**src/rtl/wbb_pkg.sv**
```systemverilog
package wbb_pkg;
  typedef enum logic {LANE_LO = 1'b0, LANE_HI = 1'b1} lane_e;
  // target indices below this are hardware-updated (counter, capture)
  localparam int unsigned HW_TARGETS = 2;
endpackage

```
**src/rtl/wbb_decode.sv**
```systemverilog
module wbb_decode
  import wbb_pkg::*;
#(
  parameter int unsigned NTGT = 5,
  parameter int unsigned AW   = $clog2(NTGT) + 1,
  localparam int unsigned IW  = AW - 1
) (
  input  logic [AW-1:0] addr,
  output logic [IW-1:0] idx,
  output lane_e         lane,
  output logic          mapped
);
  localparam logic [IW-1:0] LAST = IW'(NTGT - 1);

  always_comb begin
    idx    = addr[AW-1:1];
    lane   = lane_e'(addr[0]);
    mapped = (addr[AW-1:1] <= LAST);
  end
endmodule

```
**src/rtl/wbb_stage.sv**
```systemverilog
module wbb_stage #(
  parameter int unsigned BW = 8
) (
  input  logic          clk,
  input  logic          rst_n,
  input  logic          ld_wr,
  input  logic [BW-1:0] wr_byte,
  input  logic          ld_rd,
  input  logic [BW-1:0] rd_byte,
  output logic [BW-1:0] temp
);
  // a staging write outranks a read latch in the same cycle
  always_ff @(posedge clk or negedge rst_n) begin
    if (!rst_n)      temp <= '0;
    else if (ld_wr)  temp <= wr_byte;
    else if (ld_rd)  temp <= rd_byte;
  end

  AST_WR_WINS: assert property (@(posedge clk) disable iff (!rst_n)
    ld_wr |=> temp == $past(wr_byte));
  AST_RD_LATCH: assert property (@(posedge clk) disable iff (!rst_n)
    (ld_rd && !ld_wr) |=> temp == $past(rd_byte));
endmodule

```
**src/rtl/wbb_commit.sv**
```systemverilog
module wbb_commit #(
  parameter int unsigned NTGT = 5,
  parameter int unsigned BW   = 8,
  parameter int unsigned IW   = 3,
  localparam int unsigned WW  = 2 * BW
) (
  input  logic            clk,
  input  logic            rst_n,
  input  logic            fire,
  input  logic [IW-1:0]   idx,
  input  logic [BW-1:0]   temp,
  input  logic [BW-1:0]   wr_byte,
  output logic [NTGT-1:0] stb,
  output logic [WW-1:0]   word
);
  for (genvar g = 0; g < NTGT; g++) begin : g_stb
    always_ff @(posedge clk or negedge rst_n) begin
      if (!rst_n) stb[g] <= 1'b0;
      else        stb[g] <= fire && (idx == IW'(g));
    end
  end

  always_ff @(posedge clk or negedge rst_n) begin
    if (!rst_n)    word <= '0;
    else if (fire) word <= {temp, wr_byte};
  end

  AST_STB_ONEHOT: assert property (@(posedge clk) disable iff (!rst_n)
    $onehot0(stb));
  AST_STB_CAUSE: assert property (@(posedge clk) disable iff (!rst_n)
    (stb != '0) |-> $past(fire));
  AST_COMMIT_HIGH: assert property (@(posedge clk) disable iff (!rst_n)
    (stb != '0) |-> word[WW-1:BW] == $past(temp));
endmodule

```
**src/rtl/wbb_readmux.sv**
```systemverilog
module wbb_readmux
  import wbb_pkg::*;
#(
  parameter int unsigned NTGT = 5,
  parameter int unsigned BW   = 8,
  parameter int unsigned IW   = 3,
  localparam int unsigned WW  = 2 * BW
) (
  input  logic               clk,
  input  logic               rst_n,
  input  logic               rd_en,
  input  logic [IW-1:0]      idx,
  input  lane_e              lane,
  input  logic               mapped,
  input  logic [NTGT*WW-1:0] tgt_val,
  input  logic [BW-1:0]      temp,
  output logic               ld_rd,
  output logic [BW-1:0]      latch_byte,
  output logic [BW-1:0]      rdata,
  output logic               rvalid
);
  logic [WW-1:0] words [NTGT];
  logic [WW-1:0] sel;
  logic [IW-1:0] idx_safe;
  logic          hw;
  logic [BW-1:0] rbyte;

  for (genvar g = 0; g < NTGT; g++) begin : g_words
    assign words[g] = tgt_val[g*WW +: WW];
  end

  always_comb begin
    idx_safe   = mapped ? idx : '0;
    sel        = words[idx_safe];
    hw         = mapped && (idx < IW'(HW_TARGETS));
    latch_byte = sel[WW-1:BW];
    ld_rd      = rd_en && hw && (lane == LANE_LO);
    if (!mapped)               rbyte = '0;
    else if (lane == LANE_LO)  rbyte = sel[BW-1:0];
    else if (hw)               rbyte = temp;
    else                       rbyte = sel[WW-1:BW];
  end

  always_ff @(posedge clk or negedge rst_n) begin
    if (!rst_n) begin
      rdata  <= '0;
      rvalid <= 1'b0;
    end else begin
      rvalid <= rd_en;
      if (rd_en) rdata <= rbyte;
    end
  end

  AST_RVALID: assert property (@(posedge clk) disable iff (!rst_n)
    rd_en |=> rvalid);
  AST_RDATA_HOLD: assert property (@(posedge clk) disable iff (!rst_n)
    !rd_en |=> $stable(rdata));
  AST_UNMAPPED_ZERO: assert property (@(posedge clk) disable iff (!rst_n)
    (rd_en && !mapped) |=> rdata == '0);
endmodule

```
**src/rtl/wide_reg_byte_bridge.sv**
```systemverilog
module wide_reg_byte_bridge
  import wbb_pkg::*;
#(
  parameter int unsigned NUM_CMP = 3,
  parameter int unsigned BW      = 8,
  localparam int unsigned NTGT   = NUM_CMP + HW_TARGETS,
  localparam int unsigned WW     = 2 * BW,
  localparam int unsigned AW     = $clog2(NTGT) + 1,
  localparam int unsigned IW     = AW - 1
) (
  input  logic               clk,
  input  logic               rst_n,
  input  logic               wr_en,
  input  logic [AW-1:0]      wr_addr,
  input  logic [BW-1:0]      wr_data,
  input  logic               rd_en,
  input  logic [AW-1:0]      rd_addr,
  output logic [BW-1:0]      rd_data,
  output logic               rd_valid,
  input  logic [NTGT*WW-1:0] tgt_val,
  output logic [NTGT-1:0]    commit_stb,
  output logic [WW-1:0]      commit_word
);
  logic [IW-1:0] w_idx, r_idx;
  lane_e         w_lane, r_lane;
  logic          w_mapped, r_mapped;
  logic [BW-1:0] temp, latch_byte;
  logic          ld_wr, ld_rd, fire;

  wbb_decode #(.NTGT(NTGT), .AW(AW)) u_wdec (
    .addr(wr_addr), .idx(w_idx), .lane(w_lane), .mapped(w_mapped));
  wbb_decode #(.NTGT(NTGT), .AW(AW)) u_rdec (
    .addr(rd_addr), .idx(r_idx), .lane(r_lane), .mapped(r_mapped));

  always_comb begin
    ld_wr = wr_en && w_mapped && (w_lane == LANE_HI);
    fire  = wr_en && w_mapped && (w_lane == LANE_LO);
  end

  wbb_stage #(.BW(BW)) u_stage (
    .clk(clk), .rst_n(rst_n), .ld_wr(ld_wr), .wr_byte(wr_data),
    .ld_rd(ld_rd), .rd_byte(latch_byte), .temp(temp));

  wbb_commit #(.NTGT(NTGT), .BW(BW), .IW(IW)) u_commit (
    .clk(clk), .rst_n(rst_n), .fire(fire), .idx(w_idx), .temp(temp),
    .wr_byte(wr_data), .stb(commit_stb), .word(commit_word));

  wbb_readmux #(.NTGT(NTGT), .BW(BW), .IW(IW)) u_rd (
    .clk(clk), .rst_n(rst_n), .rd_en(rd_en), .idx(r_idx), .lane(r_lane),
    .mapped(r_mapped), .tgt_val(tgt_val), .temp(temp), .ld_rd(ld_rd),
    .latch_byte(latch_byte), .rdata(rd_data), .rvalid(rd_valid));

  AST_HI_NO_COMMIT: assert property (@(posedge clk) disable iff (!rst_n)
    (wr_en && wr_addr[0]) |=> commit_stb == '0);
  AST_IDLE_HOLD: assert property (@(posedge clk) disable iff (!rst_n)
    (!wr_en && !rd_en) |=> $stable(temp));
  AST_UNMAPPED_WR: assert property (@(posedge clk) disable iff (!rst_n)
    (wr_en && !w_mapped && !rd_en) |=> ($stable(temp) && commit_stb == '0));
endmodule

```
**config.mk**
```make
export PLATFORM = sky130hd
export DESIGN_NAME = wide_reg_byte_bridge
export DESIGN_NICKNAME = d
export VERILOG_FILES = /design/src/rtl/wbb_pkg.sv /design/src/rtl/wbb_decode.sv /design/src/rtl/wbb_stage.sv /design/src/rtl/wbb_commit.sv /design/src/rtl/wbb_readmux.sv /design/src/rtl/wide_reg_byte_bridge.sv
export SDC_FILE = /design/constraint.sdc
export NUM_CORES = 1
export LEC_CHECK = 0
export CORE_UTILIZATION = 45
export DETAILED_ROUTE_END_ITERATION = 6
export PLACE_DENSITY = 0.93
export SLEW_MARGIN = 30
export SYNTH_ARGS = -nofsm -noshare
export SYNTH_HDL_FRONTEND = slang
export SYNTH_HIERARCHICAL = 1
export SYNTH_SLANG_ARGS = --single-unit
```
**constraint.sdc**
```tcl
create_clock -name clk -period 2.48 [get_ports clk]
set_clock_uncertainty 0.05 [all_clocks]
set_input_delay 0.372 -clock clk [delete_from_list [all_inputs] [get_ports clk]]
set_output_delay 0.372 -clock clk [all_outputs]
set_load 0.05 [all_outputs]
```
==> flow_summary.yaml <==
synth:
  synthesis.instances: 268
  synth_compound_gate_area_share_pct: 25.7
  mappedNetlistNets: 368
  synth_largest_type_area_fraction_pct: 35.2
  synthDominantAreaCellType: "sky130_fd_sc_hd__dfrtp_1"
  synth_area_leaders: "sky130_fd_sc_hd__dfrtp_1, sky130_fd_sc_hd__mux2_4, sky130_fd_sc_hd__mux2i_1, sky130_fd_sc_hd__a221oi_1, sky130_fd_sc_hd__o21a_1"
  yosys.area_share.simple_pct: 12.0
  yosys-mux-area-fraction_pct: 18.0
  synth_enable_flop_cells: 0
  mapped_cell_area_um2: 2710
  synth-seq-area-share_pct: 35.2
  syn-mean-instance-area_um2: 10.1
  synth-seq-cells: 38
  post_synth_fa_ha_maj_area_fraction_pct: 0
  netlist_top_cells_count: "sky130_fd_sc_hd__dfrtp_1, sky130_fd_sc_hd__nand2_1, sky130_fd_sc_hd__mux2i_1"
  synth_cell_type_count: 38
  yosys_warnings: 6
  post_synth_xor_area_fraction_pct: 0
  ys.flop_type: "sky130_fd_sc_hd__dfrtp_1"
  synth_top_family_by_area: "compound AO/OA/AOI/OAI gates"
  ys_async_sr_fraction_pct: 100
  yosys.cell_count.top_type: "sky130_fd_sc_hd__dfrtp_1"
placed_design:
  io_buffer_count: 129
  gp_routability_congestion: 0.862
  placedCellCount: 456
  place_hpwl_um: 6740
  pre_cts_slack_ns: 0.00861
layout:
  fillCellCount: 415
  finish.cell_count_without_fillers: 464
  area_growth_pct: 52.3
  multi_input_comb_area_um2: 1510
  seqCellArea_um2: 951
  antenna_cells_inserted: 0
  final_net_count: 491
  post-route-util_pct: 73.0
  layout-drive-gt1-share_pct: 15.6
floorplan:
  initial_core_util_pct: 47.9
  dieWidth_um: 79.5
  floorplan.core_area_um2: 5640
  dieHeight_um: 79.5
  floorplan.die_area_um2: 6330
  floorplan.rows: 27
  pin_count: 130
routing:
  vias_per_cell: 6.05
  post_drt_wl_per_cell_um: 19.3
  post-route-drc-count: 0
  detailedRoute.firstPassIterationCount: 5
  drt_iter0_markers: 295
  route.vias.total: 2806
  final_antenna_net_count: 0
  postRouteWirelength_um: 8950
power_and_ir_drop:
  pwr_density_cell_nw_per_um2: 576
  cellLeakagePower_uw: 0.00163
  vdd.ir_drop.worst_mv: 0.475
cts:
  htree_levels: 2
  clock_sink_count: 38
  numCtsBuffers: 5
  clk_pin_slew_ns: 0.08
  post_cts.repair.setup_buffers: 0
  cts-root-to-sink-buffers: 2
  clock_latency_ns: 0.30
  hold_buffers: 0
  clock-root-buffer: "sky130_fd_sc_hd__clkbuf_8"
  cts_tree: "yes"
  cts_resized: 0
sta:
  layout_setup_ws_ns: 0.285
  final_setup_violations: 0
  setup-tns-final_ns: 0
  worst_slew_margin_rel_pct: 43.7
  timing_max_transition_violations_final: 0
  fmax_mhz: 456
  worstMarginPinSlew_ns: 0.844
  final.period_utilization_pct: 88.5
  finalHoldViolCount: 0
  fin_crit_ns: 2.19
  grt_setup_unrepaired: "no"
worst_setup_path:
  required_ns: 2.61
  worst-setup-path-type: "input pin to flip-flop"
  reg2reg_slack_ns: 1.26
  end_kind: "flip-flop"
  worst_r2r_endpoint: "u_rd/rdata[5]"
  regToRegStartpoint: "u_rd/rdata[5]"
  worstSetupStartpoint: "rd_addr[1]"
  critical_path.max_stage_delay_ns: 0.46
  timing.critical_path.from_type: "input pin"
  crit_path_cell_trace: "clkdlybuf4s50_1 -> o21ai_1 -> buf_4 -> nand2_1 -> o22ai_1 -> nand2_1 -> a32o_1 -> mux2i_1 -> o21ai_1"
  setup.worst_path.end: "u_stage/temp[0]"
  worst_ep_arrival_time_ns: 2.32
  worst-path-max-fanout: 15
  critical_path.slowest_cell: "sky130_fd_sc_hd__clkdlybuf4s50_1"
  ff2ff_path_depth: 4
grt:
  grt_start_max_net_pins: 39
  total_grt_usage_pct: 28.9
  grt_first_pass_wirelength_um: 13800
  grt_remaining_overflow: 0
  first_global_vias: 2836
  antenna_found_initial: 0
hold_path:
  worst_hold_path_type: "input pin to asynchronous set/reset pin"
run_status:
  run_status: "finished clean"
run:
  drv.max_cap_violation_count: 0
## metrics by stage
stage | area [um^2] | power [uW] | hold slack (ns)
after floorplan | 2710 | 1440 | 0.0264
after global placement | 4010 | 1850 | 0.441
after detailed placement | 4010 | 1870 | 0.442
after CTS | 4120 | 2370 | 0.152
after global routing | 4120 | 2470 | 0.186
final | 4120 | 2370 | 0.131
## flip-flops by register name, indices dropped and copies added, names as in the netlist
| register | cells |
|---|---|
| u_stage/temp | 8 |
| u_commit/stb | 5 |
| u_rd/rdata | 8 |
| u_rd/rvalid | 1 |
| u_commit/word | 16 |
## where the power goes
part	internal, uW	switching [uW]	leakage (uW)
clock	281	221	0.0000575
sequential	726	80.1	0.000479
combinational	493	571	0.00110
total	1500	873	0.00163
## cell usage in the layout, fill, tap and decap left out, types with 9 or more instances in the layout
cell	netlist	layout
sky130_fd_sc_hd__a21oi_1	9	9
sky130_fd_sc_hd__a221oi_1	15	15
sky130_fd_sc_hd__buf_4	10	13
sky130_fd_sc_hd__clkdlybuf4s50_1	0	128
sky130_fd_sc_hd__dfrtp_1	38	38
sky130_fd_sc_hd__inv_1	10	10
sky130_fd_sc_hd__mux2_2	9	9
sky130_fd_sc_hd__mux2_4	15	15
sky130_fd_sc_hd__mux2i_1	16	16
sky130_fd_sc_hd__nand2_1	26	26
sky130_fd_sc_hd__o21a_1	14	14
sky130_fd_sc_hd__o21ai_0	15	15
sky130_fd_sc_hd__o21ai_1	11	11
## cells by family after synthesis
logic type,count (synthesis)
AOI/OAI and AO/OA,96
muxes,40
buffers and inverters,38
DFF,38
and+or+nand+nor,56
## critical path, delay by kind of cell
kind | cells | cell delay [ns]
AND/OR/NAND/NOR | 2 | 0.37
multiplexers | 1 | 0.15
AO/OA/AOI/OAI | 4 | 0.72
buffers and inverters | 2 | 0.70
## layout make-up
cell class	count	share of cell area (%)
Tap cell	72	2.19
Clock buffer	8	2.67
Timing Repair Buffer	144	34.6
Inverter	10	0.911
Sequential cell	38	23.1
Multi-Input combinational cell	192	36.6
## per-layer routing
metal | global-route usage, % | up-vias | part of all wire (%)
met4 | 11.6 | 0 | 2.1
li1 | - | 1260 | -
met2 | 49.2 | 192 | 48
met3 | 10.3 | 27 | 12
met1 | 32.5 | 1327 | 38
met5 | 0 | - | 0
## how the worst min path moves through the flow
stage / end / cells past startpoint
after floorplan: u_commit/stb[0] / 0
after global placement: u_commit/word[15] / 1
after detailed placement: u_commit/word[3] / 1
after CTS: u_commit/word[6] / 1
after global routing: u_stage/temp[0] / 1
final: u_commit/word[6] / 1
No activity file was read; power rests on OpenSTA's default activity.
